[src/rtl/host_wr_port.sv]
`timescale 1ns/1ps
module host_wr_port #(
  parameter int AW = 16,
  parameter int DW = 16,
  parameter int READY_GAP = 2
) (
  input  logic          clk,
  input  logic          rst_n,
  input  logic          sel_n,
  input  logic          strb_n,
  input  logic          mem_sel,
  input  logic          rdwr,
  input  logic          wr_pol,
  input  logic [AW-1:0] addr,
  input  logic [DW-1:0] data,
  input  logic          busy,
  output logic          ioen_n,
  output logic          ready_n,
  output logic          wr_en,
  output logic          wr_mem,
  output logic          wr_reg,
  output logic [AW-1:0] wr_addr,
  output logic [DW-1:0] wr_data
);
  localparam int CW = $clog2(READY_GAP + 2) + 1;
  localparam logic [CW-1:0] GAP = CW'(READY_GAP);

  typedef enum logic [1:0] {S_IDLE, S_XFER, S_HOLD} st_t;
  st_t st;

  logic req, half, rq1, rq2, ea1, ea2, sb1, sb2;
  logic late_q, ctl_hit, mem_q, rdwr_q;
  logic [CW-1:0] cnt;
  logic [CW-1:0] lat_at;
  logic is_wr;

  assign req    = ~sel_n & ~strb_n;
  assign lat_at = {{(CW-1){1'b0}}, late_q};
  assign is_wr  = wr_pol ? ~rdwr_q : rdwr_q;
  assign wr_mem = wr_en & mem_q;
  assign wr_reg = wr_en & ~mem_q;

  always_ff @(negedge clk or negedge rst_n)
    if (!rst_n) half <= 1'b0;
    else        half <= req;

  always_ff @(posedge clk or negedge rst_n)
    if (!rst_n) begin
      rq1 <= 1'b0; rq2 <= 1'b0;
      ea1 <= 1'b0; ea2 <= 1'b0;
      sb1 <= 1'b1; sb2 <= 1'b1;
    end else begin
      rq1 <= req;  rq2 <= rq1;
      ea1 <= half; ea2 <= ea1;
      sb1 <= strb_n; sb2 <= sb1;
    end

  always_ff @(negedge clk or negedge rst_n)
    if (!rst_n) begin
      ctl_hit <= 1'b0;
      mem_q   <= 1'b0;
      rdwr_q  <= 1'b0;
    end else if (ioen_n) begin
      ctl_hit <= 1'b0;
    end else if (!ctl_hit) begin
      ctl_hit <= 1'b1;
      mem_q   <= mem_sel;
      rdwr_q  <= rdwr;
    end

  always_ff @(posedge clk or negedge rst_n)
    if (!rst_n) begin
      st      <= S_IDLE;
      ioen_n  <= 1'b1;
      ready_n <= 1'b1;
      wr_en   <= 1'b0;
      late_q  <= 1'b0;
      cnt     <= '0;
      wr_addr <= '0;
      wr_data <= '0;
    end else begin
      case (st)
        S_IDLE:
          if (rq2 && !busy) begin
            ioen_n <= 1'b0;
            late_q <= ~ea2;
            cnt    <= '0;
            st     <= S_XFER;
          end
        S_XFER: begin
          cnt <= cnt + 1'b1;
          if (cnt == lat_at) begin
            wr_addr <= addr;
            wr_data <= data;
          end
          if (cnt == lat_at + GAP) begin
            ready_n <= 1'b0;
            wr_en   <= is_wr;
            st      <= S_HOLD;
          end
        end
        S_HOLD: begin
          wr_en <= 1'b0;
          if (sb2) begin
            ioen_n  <= 1'b1;
            ready_n <= 1'b1;
            st      <= S_IDLE;
          end
        end
        default: st <= S_IDLE;
      endcase
    end
endmodule


[config.mk]
export PLATFORM = sky130hd
export DESIGN_NAME = host_wr_port
export DESIGN_NICKNAME = d
export VERILOG_FILES = /design/src/rtl/host_wr_port.sv
export SDC_FILE = /design/constraint.sdc
export NUM_CORES = 1
export LEC_CHECK = 0
export BUFFER_PORTS_ARGS = -buffer_cell sky130_fd_sc_hd__buf_2
export CORE_ASPECT_RATIO = 2
export CORE_MARGIN = 5
export CORE_UTILIZATION = 48
export CTS_CLUSTER_SIZE = 14
export DETAILED_ROUTE_END_ITERATION = 10
export HOLD_SLACK_MARGIN = 0.15
export PLACE_DENSITY = 0.85
export SYNTH_ARGS = -nofsm -noshare
export SYNTH_HDL_FRONTEND = slang
export SYNTH_SLANG_ARGS = --single-unit
[constraint.sdc]
create_clock -name clk -period 2.25 [get_ports clk]
set_input_delay 0.45 -clock clk [delete_from_list [all_inputs] [get_ports clk]]
set_output_delay 0.45 -clock clk [all_outputs]
set_load 0.02 [all_outputs]
### Word level (Yosys, flattened, before mapping)

Index checks and enable logic that the tools add are counted.

| word-level totals | value |
|---|---|
| bits in registers | 51 |
| output and inout port bits | 37 |
| logic and storage cells | 66 |

| cells by class | value |
|---|---|
| add/sub/neg operators | 2 |
| equal/unequal tests | 7 |
| multiplexer cells | 15 |
| bitwise gates (word level) | 10 |
| reductions and logical operators | 14 |

Operators by type and width:

| kind | count |
|---|---|
| $reduce_and 2->1 | 5 |
| $reduce_and 3->1 | 3 |
| $not 1->1 | 7 |
| $mux 1 | 6 |
| $mux 2 | 3 |
| $ne 2x2->1 const B | 3 |
| $pmux 1 s2 | 3 |
| $pmux 2 s3 | 1 |
| $pmux 3 s2 | 1 |
| $reduce_bool 2->1 | 3 |
| $add 1x2->3 const B | 1 |
| $add 3x1->3 const B | 1 |
| $and 1x1->1 | 3 |
| $eq 3x1->1 | 1 |
| $eq 3x3->1 | 1 |
| $mux 3 | 1 |
| $eq 2x1->1 const B | 1 |
| $eq 2x2->1 const B | 1 |
| $logic_not 2->1 | 1 |
| $logic_and 1x1->1 | 1 |
| $logic_not 1->1 | 1 |

### Logic depth before layout (Yosys ltp)

| logic depth | value |
|---|---|
| depth after elaboration | 4 |
| gate-level depth with buffers | 5 |
| mapped depth without buffers | 3 |

==> qor.csv <==
stage;metric;value;unit
setup_path;Worst path slowest cell;dfrtn_1;
synth;complex-gate fraction of the synthesized area;3.56;%
setup_path;worst reg2reg path endpoint;rdwr_q;
synth;adder-cell share of the synthesized area;0.604;%
finish;multi-input logic area;708;sq um
placed_design;Setup WS pre-CTS;-0.0154;ns
sta;max-slew violations;0;
floorplanning;Core Footprint;0.00413;sq mm
setup_path;worst-path maximum fanout;3;
setup_path;Arr. time, crit path;2.10;ns
clock_tree;later-pin clock latency in the skew report;0.29;ns
synth;syn nets;165;
sta;setup violators final;2;
finish;synth-to-layout area growth;26.0;%
setup_path;flop2flop setup slack;0.05;ns
placed_design;dpl hpwl;3210;microns
synth;largest family of logic cells by synthesized area;multiplexers;
setup_path;Worst path max stage delay;0.42;ns
setup_path;worst r2r path cells;2;
detailed_routing;Remaining DRCs;0;
pwr;part of the power in registers;37.8;%
setup_path;CP endpoint kind;primary output;
synth;post-synthesis cell count;124;
detailed_routing;Via Count;1294;
sta;Worst Tran Pin Value;0.392;ns
synth;register area share after synthesis;61.8;%
setup_path;critical path cell sequence;and2_4 -> buf_6;
floorplanning;# rows;33;
placed_design;IO buf count;76;
synth;Post-synth EDFFs;0;
global_route;global-route wire length before repair;6680;microns
detailed_routing;post-DR wirelength/cell;15.9;microns
floorplanning;chip height;103;microns
clock_tree;CTS Buf Count;5;
floorplanning;Die Area;0.00581;sq mm
global_route;grt ovf;0;
finish;fin nets;247;
clock_tree;clock transition at the registers of the reported paths;0.09;ns
finish;diodes inserted;0;
sta;RSZ-0062 raised after global routing;true;
clock_tree;Sink Count;51;
pwr;P_leak;0.00138;uW
synth;top_reg_cell synth;dfrtp_1;
setup_path;class of the most critical setup path;flop to primary output;
clock_tree;Clock Path Buffers;2;
setup_path;critical path startpoint category;flop;
sta;Setup WS post-layout;-0.295;ns
clock_tree;Root Buffer;clkbuf_8;
global_route;largest net degree at the start of global routing;33;
sta;Slew headroom;73.9;%
detailed_routing;final WL;4130;microns
setup_path;r2r startpoint;ioen_n;
synth;XOR/XNOR Fraction of Synth Area;0.845;%
pwr;Cell Int Power;2690;uW
finish;Reg area;0.00128;sq mm
pwr;Combinational Power Share;46.7;%
synth;Synth warnings;0;
synth;asr flop ratio synth;100;%
synth;Post-Syn Area;0.00207;sq mm
pwr;power share of the clock group;15.4;%
synth;mux share of post-synthesis cell area;24.9;%
run_status;failing checks;setup timing;
pwr;Sw Pwr;1470;uW
clock_tree;Hold Buf Count CTS;0;
flow_run;# Max-Cap Violations;0;
pwr;total power;4160;uW
floorplanning;Initial Util;50.2;%
synth;Synth Register Bits;51;
finish;fill cell count;337;
global_route;total track usage;15.0;%
finish;share of layout cells above drive strength 1;61.8;%
pwr;PD cells;1590;mW/mm^2
run_status;status;complete, but fails checks;
worst_hold_path;Hold WC Path Type;primary input to asynchronous set/reset pin;
detailed_routing;starting DRC count in detailed routing;12;
clock_tree;post-CTS repair timing setup buffer count;0;
finish;Finished Core Util;63.2;%
global_route;initial antenna violation count;0;
synth;Avg Synthesized Cell Area;16.7;sq um
global_route;vias in the first global route;1401;
floorplanning;Die Wd;56.5;microns
pwr;Peak VDD IR;911;uV
detailed_routing;Antenna Nets Post-Route;0;
clock_tree;CTS tree;done;
clock_tree;CTS H-Tree Depth;2;
pwr;sw frac;35.4;%
synth;post-synth cell types;27;
placed_design;GPL Wtd Cong;0.720;
synth;simple-gate share of the synthesized area;4.11;%
sta;Worst Skew;0.00567;ns
sta;Final Hold Fails;0;
setup_path;WP data required;1.80;ns
detailed_routing;TritonRoute pass-1 iters;3;
floorplanning;Top Ports;77;
detailed_routing;Via density;5.00;
[cell usage in the layout (no fill, tap or decap), drive strengths merged, types with 2 or more instances in the layout]
master	netlist	layout
a21o	2	2
a21oi	3	3
buf	4	79
clkbuf	0	6
dfrtn	4	4
dfrtp	43	43
dfstp	4	4
inv	4	4
mux2	34	34
mux2i	2	2
nand2b	2	2
nor2	6	6
o21ai	2	2
o2bb2ai	2	2
[metal layers]
metal / part of all wire, % / routed length, microns / vias up / GRT usage (%)
met2: 57 / 2370 / 45 / 26.8
met4: 1.9 / 79 / 0 / 7.13
met5: 0 / 0 / - / 0
met1: 35 / 1450 / 646 / 16.3
li1: - / - / 596 / -
met3: 5.7 / 237 / 7 / 4.01
[final cells by class]
class                   instances  area share, %
clock buffers                   6           3.16
clock inverters                 2           1.34
well taps                      52           2.49
multi-input cells              65           27.1
inverters                       4          0.575
repair buffers                 79           16.2
flip-flops and latches         51           49.1
[state kept, by name (all words and copies together), names as in the netlist, 2 cells and up]
| name | cells |
|---|---|
| wr_addr | 16 |
| wr_data | 16 |
| cnt | 3 |
| st | 2 |
[cells by family after synthesis]
kind of cell / count (synthesis)
adder cells (fa/ha/maj): 1
XOR/XNOR: 2
flip-flops: 51
multiplexers: 36
AO/OA/AOI/OAI: 11
buffers and inverters: 8
AND/OR/NAND/NOR: 15
[worst max-delay path, delay by kind of cell (launching register included)]
family | cells | cell delay [ns]
buffers and inverters | 1 | 0.11
AND/OR/NAND/NOR | 1 | 0.15
flip-flops | 1 | 0.42
[cell usage after synthesis (2+ instances only)]
cell type	count	area (sq um)
a21o_1	2	15.0
o21ai_0	2	10.0
mux2_2	4	45.0
mux2i_1	2	20.0
inv_1	4	15.0
mux2_4	30	450
o2bb2ai_1	2	17.5
buf_12	3	60.1
dfrtp_1	43	1080
dfrtn_1	4	100
nand2b_1	2	12.5
nor2_1	6	22.5
dfstp_2	4	105
a21oi_1	3	15.0
[stage by stage]
step	hold WS (ns)	setup TNS, ns	cells	cell area [sq um]
6_report	0.196	-0.535	259	2610
3_5_place_dp	0.343	-0.0154	251	2480
5_1_grt	0.231	-0.610	259	2610
3_3_place_gp	0.333	0	251	2480
2_1_floorplan	0.154	0	124	2070
4_1_cts	0.197	-0.547	259	2610
[power groups by stage]
stage | Sequential [uW] | Combinational (uW) | Clock [uW]
6_report | 1570 | 1950 | 641
5_1_grt | 1630 | 2060 | 704
4_1_cts | 1580 | 1970 | 665
3_5_place_dp | 1590 | 1950 | 0
3_3_place_gp | 1570 | 1910 | 0
2_1_floorplan | 1960 | 1100 | 0
[worst max-delay path by stage]
stage	start	endpoint
finish	mem_q	wr_mem
floorplan	mem_q	wr_reg
CTS	mem_q	wr_mem
global route	mem_q	wr_mem
detailed placement	mem_q	wr_mem
global placement	mem_q	wr_mem
[repair_timing]
item / in CTS / in global routing
resized for setup: 3 / 1
pin swaps: 1 / 0
setup endpoints to repair: 2 / 2
(Power assumes the default switching activity.)
